$ cat config.mk
export PLATFORM = sky130hd
export DESIGN_NAME = txBufTracker
export DESIGN_NICKNAME = d
export VERILOG_FILES = /design/src/rtl/txbt_pkg.sv /design/src/rtl/txbtCtrl.sv /design/src/rtl/txbtStatusRegs.sv /design/src/rtl/txBufTracker.sv
export SDC_FILE = /design/constraint.sdc
export NUM_CORES = 1
export LEC_CHECK = 0
export BUFFER_PORTS_ARGS = -buffer_cell sky130_fd_sc_hd__buf_2
export CAP_MARGIN = 20
export CORE_AREA = 2 2 170 122
export CTS_CLUSTER_DIAMETER = 150
export DETAILED_ROUTE_END_ITERATION = 6
export DIE_AREA = 0 0 172 124
export MAX_ROUTING_LAYER = met4
export PLACE_DENSITY_LB_ADDON = 0.08
export SLEW_MARGIN = 20
export SYNTH_ARGS = -nofsm -noshare
export SYNTH_HDL_FRONTEND = slang
export SYNTH_SLANG_ARGS = --single-unit
export TNS_END_PERCENT = 1
$ cat constraint.sdc
create_clock -name clk -period 1.75 [get_ports clk]
set_input_delay 0.35 -clock clk [delete_from_list [all_inputs] [get_ports clk]]
set_output_delay 0.35 -clock clk [all_outputs]
set_load 0.03 [all_outputs]
$ cat src/rtl/txbt_pkg.sv
package txbt_pkg;

  // per-buffer update strobes issued by the control to the datapath
  typedef struct packed {
    logic start;   // new request: pending on, flags off
    logic finish;  // frame sent and not overridden by a request
    logic abort;   // cancel accepted
    logic raise;   // completion on an enabled buffer
  } bufStrobe_t;

  // strobes for the last-completed-index register
  typedef struct packed {
    logic update;    // load doneIdx
    logic newValid;  // valid value to load with it
    logic kill;      // requeue of the recorded buffer
  } lastStrobe_t;

endpackage

$ cat src/rtl/txbtCtrl.sv
module txbtCtrl
  import txbt_pkg::*;
#(
  parameter int NUM_BUF = 32,
  parameter int IDX_W   = 5
) (
  input  logic [NUM_BUF-1:0] addReq,
  input  logic [NUM_BUF-1:0] cancelReq,
  input  logic               doneValid,
  input  logic [IDX_W-1:0]   doneIdx,
  input  logic [NUM_BUF-1:0] pendingReq,
  input  logic [NUM_BUF-1:0] intEnable,
  input  logic               lastValid,
  input  logic [IDX_W-1:0]   lastIdx,
  output bufStrobe_t [NUM_BUF-1:0] bufStb,
  output lastStrobe_t        lastStb
);

  localparam logic [IDX_W:0] NUM_LIM = (IDX_W+1)'(NUM_BUF);

  logic idxInRange;
  assign idxInRange = ({1'b0, doneIdx} < NUM_LIM);

  for (genvar i = 0; i < NUM_BUF; i++) begin : g_buf
    logic doneHit;
    assign doneHit = doneValid && (doneIdx == IDX_W'(i));

    always_comb begin
      bufStb[i].start  = addReq[i];
      bufStb[i].finish = doneHit && !addReq[i];
      bufStb[i].abort  = cancelReq[i] && pendingReq[i] && !addReq[i] && !doneHit;
      bufStb[i].raise  = doneHit && !addReq[i] && intEnable[i];
    end
  end

  always_comb begin
    lastStb.update   = doneValid && idxInRange;
    lastStb.newValid = !addReq[doneIdx];
    lastStb.kill     = lastValid && addReq[lastIdx];
  end

endmodule

$ cat src/rtl/txbtStatusRegs.sv
module txbtStatusRegs
  import txbt_pkg::*;
#(
  parameter int NUM_BUF = 32,
  parameter int IDX_W   = 5
) (
  input  logic               clk,
  input  logic               rstN,
  input  bufStrobe_t [NUM_BUF-1:0] bufStb,
  input  lastStrobe_t        lastStb,
  input  logic [IDX_W-1:0]   doneIdx,
  input  logic               ieWrEn,
  input  logic [NUM_BUF-1:0] ieWrData,
  input  logic [NUM_BUF-1:0] irqClr,
  output logic [NUM_BUF-1:0] pendingReq,
  output logic [NUM_BUF-1:0] occurred,
  output logic [NUM_BUF-1:0] cancelDone,
  output logic [NUM_BUF-1:0] intEnable,
  output logic [NUM_BUF-1:0] intPending,
  output logic [IDX_W-1:0]   lastIdx,
  output logic               lastValid
);

  for (genvar i = 0; i < NUM_BUF; i++) begin : g_flag
    logic pendQ, occQ, canQ, ipQ;

    always_ff @(posedge clk) begin
      if (!rstN) begin
        pendQ <= 1'b0;
        occQ  <= 1'b0;
        canQ  <= 1'b0;
        ipQ   <= 1'b0;
      end else begin
        if (bufStb[i].start) begin
          pendQ <= 1'b1;
          occQ  <= 1'b0;
          canQ  <= 1'b0;
        end else if (bufStb[i].finish) begin
          pendQ <= 1'b0;
          occQ  <= 1'b1;
        end else if (bufStb[i].abort) begin
          pendQ <= 1'b0;
          canQ  <= 1'b1;
        end
        if (bufStb[i].raise)  ipQ <= 1'b1;
        else if (irqClr[i])   ipQ <= 1'b0;
      end
    end

    assign pendingReq[i] = pendQ;
    assign occurred[i]   = occQ;
    assign cancelDone[i] = canQ;
    assign intPending[i] = ipQ;
  end

  always_ff @(posedge clk) begin
    if (!rstN) intEnable <= '0;
    else if (ieWrEn) intEnable <= ieWrData;
  end

  always_ff @(posedge clk) begin
    if (!rstN) begin
      lastIdx   <= '0;
      lastValid <= 1'b0;
    end else if (lastStb.update) begin
      lastIdx   <= doneIdx;
      lastValid <= lastStb.newValid;
    end else if (lastStb.kill) begin
      lastValid <= 1'b0;
    end
  end

endmodule

$ cat src/rtl/txBufTracker.sv
module txBufTracker
  import txbt_pkg::*;
#(
  parameter int NUM_BUF = 32,
  parameter int IDX_W   = (NUM_BUF > 1) ? $clog2(NUM_BUF) : 1
) (
  input  logic               clk,
  input  logic               rstN,
  input  logic [NUM_BUF-1:0] addReq,
  input  logic [NUM_BUF-1:0] cancelReq,
  input  logic               doneValid,
  input  logic [IDX_W-1:0]   doneIdx,
  input  logic               ieWrEn,
  input  logic [NUM_BUF-1:0] ieWrData,
  input  logic [NUM_BUF-1:0] irqClr,
  output logic [NUM_BUF-1:0] pendingReq,
  output logic [NUM_BUF-1:0] occurred,
  output logic [NUM_BUF-1:0] cancelDone,
  output logic [NUM_BUF-1:0] txSuccess,
  output logic [NUM_BUF-1:0] intEnable,
  output logic [NUM_BUF-1:0] intPending,
  output logic               irq,
  output logic [IDX_W-1:0]   lastIdx,
  output logic               lastValid
);

  bufStrobe_t [NUM_BUF-1:0] bufStb;
  lastStrobe_t              lastStb;

  txbtCtrl #(.NUM_BUF(NUM_BUF), .IDX_W(IDX_W)) u_ctrl (
    .addReq     (addReq),
    .cancelReq  (cancelReq),
    .doneValid  (doneValid),
    .doneIdx    (doneIdx),
    .pendingReq (pendingReq),
    .intEnable  (intEnable),
    .lastValid  (lastValid),
    .lastIdx    (lastIdx),
    .bufStb     (bufStb),
    .lastStb    (lastStb)
  );

  txbtStatusRegs #(.NUM_BUF(NUM_BUF), .IDX_W(IDX_W)) u_regs (
    .clk        (clk),
    .rstN       (rstN),
    .bufStb     (bufStb),
    .lastStb    (lastStb),
    .doneIdx    (doneIdx),
    .ieWrEn     (ieWrEn),
    .ieWrData   (ieWrData),
    .irqClr     (irqClr),
    .pendingReq (pendingReq),
    .occurred   (occurred),
    .cancelDone (cancelDone),
    .intEnable  (intEnable),
    .intPending (intPending),
    .lastIdx    (lastIdx),
    .lastValid  (lastValid)
  );

  assign irq       = |intPending;
  assign txSuccess = occurred & ~cancelDone;

endmodule

==> flow_metrics.tcl, run 1 <==
set metrics [dict create \
    worst-path-buf-inv 2 \
    synth_area_per_cell_sq_um 9.45 \
    p_int_w 0.00633 \
    cts.sinks 166 \
    synthMuxAreaShare_pct 9.02 \
    layout.nets 1240 \
    setup_viol 1 \
    place_ws_ns -0.243 \
    dp_hpwl_um 19200 \
    dp_cells 1354 \
    firstDrtPassIters 5 \
    finalClockSkew_ns 0.00818 \
    cp.depth 5 \
    finalCritPeriodShare_pct 124 \
    cts_setup_buffers 0 \
    crit_required_ns 1.40 \
    routedWlPerCell_um 17.8 \
    reg2reg_from "u_regs.lastIdx[2]" \
    grt_use_total_pct 23.3 \
    fmax_ghz 0.461 \
    die_h_um 124 \
    die_area_sq_um 21300 \
    cts_root_buffer "clkbuf_16" \
    ys_ff_latch 166 \
    hold_viol_final 0 \
    ir_drop_mv 0.515 \
    clkTransAtPathRegs_ns 0.07 \
    synthAdderAreaFrac_pct 0 \
    via_per_inst 4.96 \
    cap_violations 0 \
    crit_path_start "u_regs.g_flag[27].ipQ" \
    area_growth_pct 23.3 \
    cts_made_buffers 17 \
    synth_async_sr_flop_share_pct 0 \
    clk_path_buf_depth 2 \
    synth-compound-area-share_pct 10.8 \
    fp.coreArea_sq_um 19600 \
    dr_total_vias 6879 \
    numPortBuffers 335 \
    syn-cell-area_sq_um 8200 \
    final_cell_mix "buf_2, dfxtp_1, nor2b_1" \
    die_w_um 172 \
    rows 43 \
    swShare_pct 28.6 \
    grt_pass1_wl_um 36200 \
    grt_max_degree 83 \
    postCtsHoldBufs 0 \
    synth.distinct_cells 37 \
    layout_commonest_cell "buf_2" \
    synth_area_leaders "dfxtp_1, buf_4, nor3b_1" \
    relSlewSlack_pct 76.9 \
    ant_nets 0 \
    cts_tree "built" \
    wl_um 24700 \
    p_clk_share_pct 40.9 \
    antenna_found_initial 2 \
    drtIter0Drc 451 \
    drc_errors 0 \
    syn_inst 867 \
    place_congestion 0.841 \
    worst_slack_ns -0.419 \
    worstReg2RegEnd "u_regs.lastValid" \
    arrival_ns 1.82 \
    period_needed_ns 2.17 \
    crit_chain "nor4_4 > buf_4 > nand4_1 > or2_4 > buf_6" \
    syn-num-nets 1004 \
    synth-main-ff-cell "dfxtp_1" \
    synthSimpleGateAreaFrac_pct 25.0 \
    power.switching_w 0.00254 \
    fin_setup_tns_ns -0.419 \
    setup.worst_path.class "register to primary output" \
    drive_gt1_share_pct 39.7 \
    critical-path-slowest-cell "dfxtp_2" \
    ys_seq_area_share_pct 40.5 \
    critPathMaxFanout 2 \
    grt_pass1_vias 6293 \
    yosysTopAreaCell "dfxtp_1" \
    initial_core_util_pct 41.9 \
    synth-xor-area-share_pct 0 \
    r2r_cells 6 \
    ys_warn_count 0 \
    run_status "finished with violations" \
    final_cells 1388 \
    cp-start-kind "register" \
    worstMarginPinSlew_ns 0.346 \
    violations "negative setup slack" \
    synth_top_area_share_pct 40.5 \
    r2r_slack_ns 0.14 \
    power_frac_comb_pct 14.0 \
    finalPower_w 0.00887 \
    leakagePower_nw 4.70 \
    drv_slew 0 \
    rsz0062_at_grt "true" \
    endpoint "irq" \
    cp_top_family "simple AND/OR/NAND/NOR gates" \
    overflow 0 \
    end_kind "primary output" \
    p_per_area_nw_per_um2 877 \
    synth-edff-count 0 \
    synth_top_family_by_area "simple AND/OR/NAND/NOR gates" \
    worst_hold_path_type "input pin to register" \
    seqPwrFrac_pct 45.1 \
    htree_levels 4 \
    clk_latency_ns 0.43 \
    ios 336 \
    slowest_delay_ns 0.34 \
]
==> worst reg2reg max path, stage by stage, from the launching register on <==
cell and delay, ns:
dfxtp_2 0.38, buf_4 0.16, mux4_1 0.58, nand3_1 0.10, nand3_1 0.07, o21ai_1 0.12, a22o_1 0.14
==> repair_timing <==
action / CTS / global route
endpoints found under the setup margin: 1 / 2
gates resized for setup: 7 / 4
cloned: 0 / 0
pin swaps: 2 / 1
endpoints found under the hold margin: 0 / 0
==> Yosys cell counts, drive strengths merged, types with 4 or more instances <==
master / number
a31oi: 36
nand2: 68
o21a: 61
nand3: 8
mux2i: 36
nor4: 8
dfxtp: 166
buf: 148
and2: 4
nand4: 4
nor3b: 93
a21oi: 26
a22oi: 4
a21boi: 4
clkbuf: 24
nand2b: 4
mux4: 16
nor2: 39
nor2b: 102
==> flip-flops by register name, indices dropped and copies added (netlist names) <==
| signal | count |
|---|---|
| u_regs.intEnable | 32 |
| u_regs.lastIdx | 5 |
| u_regs.g_flag.pendQ | 32 |
| u_regs.g_flag.occQ | 32 |
| u_regs.lastValid | 1 |
| u_regs.g_flag.canQ | 32 |
| u_regs.g_flag.ipQ | 32 |
==> worst min-delay path by stage <==
stage                     slack, ns             startpoint  cells past startpoint               endpoint
after global placement         0.49  u_regs.g_flag[14].ipQ                      2  u_regs.g_flag[14].ipQ
final                          0.18              addReq[4]                      2  u_regs.g_flag[4].occQ
after CTS                      0.16              addReq[4]                      2  u_regs.g_flag[4].occQ
after detailed placement       0.50  u_regs.g_flag[14].ipQ                      2  u_regs.g_flag[14].ipQ
after global routing           0.17              addReq[4]                      2  u_regs.g_flag[4].occQ
after floorplan                0.43              addReq[0]                      1  u_regs.g_flag[0].canQ
==> stage by stage <==
| step | area, sq um | util (%) | hold WS [ns] |
|---|---|---|---|
| final | 10100 | 51.6 | 0.177 |
| after global routing | 10100 | 51.6 | 0.169 |
| after CTS | 10100 | 51.5 | 0.156 |
| after detailed placement | 9490 | 48.5 | 0.496 |
| after global placement | 9490 | 48.5 | 0.488 |
| after floorplan | 8200 | - | 0.426 |
==> logic make-up after synthesis <==
family,Yosys count
flops,166
simple gates,344
compound gates,133
buf+inv,172
mux,52
==> layout make-up <==
cell class	instances	area, sq um
fillers	1931	9480
multi-input cells	529	3720
flip-flops and latches	166	3330
repair buffers	389	2150
clock buffers	20	447
well taps	270	338
clock inverters	12	113
diodes	2	5.00
==> power groups by stage <==
stage,Sequential (W),Clock (W),Combinational (W)
CTS,0.00400,0.00371,0.00125
global route,0.00402,0.00384,0.00134
global placement,0.00409,0,0.00124
detailed placement,0.00409,0,0.00125
floorplan,0.00416,0,0.000724
finish,0.00400,0.00362,0.00124
==> per-layer routing <==
metal	up-vias	share of wire, %	track usage (%)
met5	-	0	-
met4	0	0.84	4.94
met3	16	6.8	4.77
met2	267	44	34.9
met1	3243	48	32.6
li1	3353	-	-
(Power assumes the default switching activity.)
==> run 2: changes to the inputs <==
--- a/config.mk
+++ b/config.mk
@@ -5,12 +5,13 @@
 export SDC_FILE = /design/constraint.sdc
 export NUM_CORES = 1
 export LEC_CHECK = 0
+export ABC_AREA = 1
 export BUFFER_PORTS_ARGS = -buffer_cell sky130_fd_sc_hd__buf_2
 export CAP_MARGIN = 20
-export CORE_AREA = 2 2 170 122
+export CORE_AREA = 2 2 167 120
 export CTS_CLUSTER_DIAMETER = 150
 export DETAILED_ROUTE_END_ITERATION = 6
-export DIE_AREA = 0 0 172 124
+export DIE_AREA = 0 0 169 122
 export MAX_ROUTING_LAYER = met4
 export PLACE_DENSITY_LB_ADDON = 0.08
 export SLEW_MARGIN = 20
==> run 2 against run 1 <==
  * The run still ends with negative setup slack left
  * Critical endpoint unchanged
  * Critical path depth unchanged
  * Sequential power barely moved
  * Worst setup slack better by 0.049 ns
  * Largest cell class is now sequential cells
  * Register-to-register slack gained 0.16 ns
  * Via count grew 13%
  * Clock power hardly changed
  * Area after synthesis shrank 4.6%
  * First-iteration DRC count rose by 21%
==> flow_metrics.tcl, run 2 <==
set metrics [dict create \
    worstMarginPinSlew_ns 0.378 \
    routedWlPerCell_um 17.8 \
    leakagePower_nw 4.94 \
    postCtsHoldBufs 0 \
    ys_seq_area_share_pct 42.5 \
    synth-main-ff-cell "dfxtp_1" \
    area_growth_pct 25.8 \
    dr_total_vias 7793 \
    grt_max_degree 29 \
    period_needed_ns 2.12 \
    dp_hpwl_um 22700 \
    place_congestion 1.00 \
    rsz0062_at_grt "true" \
    ys_warn_count 0 \
    fill_cells 1987 \
    die_area_sq_um 20600 \
    grt_pass1_vias 7165 \
    cts_tree "built" \
    setup.worst_path.class "register to primary output" \
    finalClockSkew_ns 0.00947 \
    overflow 0 \
    finalCritPeriodShare_pct 121 \
    dpl_cell_area_sq_um 9230 \
    ant_nets 0 \
    layout_commonest_cell "buf_2" \
    seq_area_sq_um 3330 \
    drtIter0Drc 547 \
    grt_pass1_wl_um 41500 \
    post-route-util_pct 51.1 \
    cts.sinks 166 \
    ys_top_cells_by_count "dfxtp_1, nor2_1, nand2_1" \
    antenna_found_initial 2 \
    ys_ff_latch 166 \
    drive_gt1_share_pct 32.5 \
    drc_errors 0 \
    drv_slew 0 \
    numPortBuffers 335 \
    critPathMaxFanout 2 \
    yosysMostFrequentCell "dfxtp_1" \
    ir_drop_mv 0.450 \
    fp.coreArea_sq_um 19300 \
    relSlewSlack_pct 74.8 \
    synth.distinct_cells 30 \
    multi_input_area_sq_um 2920 \
    layout.nets 1474 \
    fmax_ghz 0.472 \
    end_kind "primary output" \
    die_w_um 169 \
    final_cells 1597 \
    worst_slack_ns -0.370 \
    violations "negative setup slack" \
    syn-num-nets 1220 \
    setup_viol 1 \
    clkTransAtPathRegs_ns 0.07 \
    syn-cell-area_sq_um 7820 \
    wl_um 28400 \
    cp-start-kind "register" \
    p_per_area_nw_per_um2 910 \
    final_area_sq_um 9840 \
    run_status "finished with violations" \
    synth-edff-count 0 \
    final_cell_mix "buf_2, dfxtp_1, nor2_1" \
    synth_async_sr_flop_share_pct 0 \
    firstDrtPassIters 4 \
    synth_area_leaders "dfxtp_1, buf_4, nor2_1" \
    arrival_ns 1.77 \
    grt_use_total_pct 27.6 \
    finalPower_w 0.00895 \
    fin_setup_tns_ns -0.370 \
    yosysTopAreaCell "dfxtp_1" \
    clk_path_buf_depth 2 \
    synth_top_area_share_pct 42.5 \
    worst_hold_path_type "input pin to register" \
    htree_levels 4 \
    syn_inst 1083 \
    initial_core_util_pct 40.6 \
    rows 43 \
    via_per_inst 4.88 \
    critical-path-slowest-cell "dfxtp_2" \
    clk_latency_ns 0.43 \
    dp_cells 1564 \
    synth_area_per_cell_sq_um 7.22 \
    cts_root_buffer "clkbuf_16" \
    cts_made_buffers 17 \
    cap_violations 0 \
    slowest_delay_ns 0.34 \
    die_h_um 122 \
    hold_viol_final 0 \
    ios 336 \
    crit_required_ns 1.40 \
    crit_chain "nor4_4 > buf_4 > nand4_1 > or2_4 > buf_6" \
]
-- run 2: changes by cell type after synthesis, moves of 52 or more --
cell	change
nor3b_1	-93
inv_1	+131
a21oi_1	+63
nor2_1	+121
o21ai_0	+52
nor2b_1	-102
nand2_1	+89
o21a_1	-61
-- run 2: final timing paths --
| check | start | end | slack, ns | cells after the start |
|---|---|---|---|---|
| hold / removal | irqClr[8] | u_regs.g_flag[8].ipQ | 0.11 | 2 |
| setup / recovery | u_regs.g_flag[26].ipQ | irq | -0.37 | 5 |
| setup reg to reg | u_regs.lastIdx[0] | u_regs.lastValid | 0.30 | 10 |
| hold reg to reg | u_regs.g_flag[11].canQ | u_regs.g_flag[11].canQ | 0.46 | 2 |
-- run 2: kinds of logic (layout without fill, tap and decap cells) --
family | Yosys count | in the layout | synth area share (%)
compound gates | 189 | 189 | 13.1
buf+inv | 296 | 561 | 20.6
flops | 166 | 166 | 42.5
other cells | 0 | 2 | 0
simple gates | 432 | 432 | 23.8
-- run 2: layer usage --
metal / share of wire [%] / track usage [%] / wire length (um) / vias to the layer above
met5: 0 / - / 0 / -
met1: 48 / 37.8 / 13700 / 3552
met2: 43 / 41.2 / 12300 / 316
met4: 1.2 / 6.57 / 333 / 0
met3: 7.5 / 6.47 / 2130 / 25
li1: - / - / - / 3900
-- run 2: area by class of cell --
cell class / instances / share of cell area, %
Clock buffer: 18 / 4.36
Sequential cell: 166 / 33.8
Inverter: 135 / 5.15
Timing Repair Buffer: 396 / 22.6
Antenna cell: 2 / 0.0509
Tap cell: 247 / 3.14
Clock inverter: 12 / 1.23
Multi-Input combinational cell: 621 / 29.7
-- run 2: through the flow --
stage                     setup WS [ns]  hold WS (ns)
after global placement           -0.197         0.452
after global routing             -0.449         0.101
final                            -0.370         0.111
after floorplan                   0.164         0.441
after CTS                        -0.439         0.101
after detailed placement         -0.167         0.456
-- run 2: report_power, final --
group	total (W)	internal (W)	switching, W	leakage (nW)
Sequential	0.00402	0.00391	0.000114	1.36
Clock	0.00361	0.00197	0.00165	0.249
Combinational	0.00131	0.000438	0.000875	3.33
-- run 2: critical path: cells and delay by family (launching register included) --
kind	cells	cell delay (ns)
and+or+nand+nor	3	0.69
buffers and inverters	2	0.31
DFF	1	0.34
-- run 2: repair_timing --
item,4_1_cts,5_1_grt
pin swaps,2,3
setup buffers,1,0
endpoints found under the setup margin,1,1
resized for setup,7,3
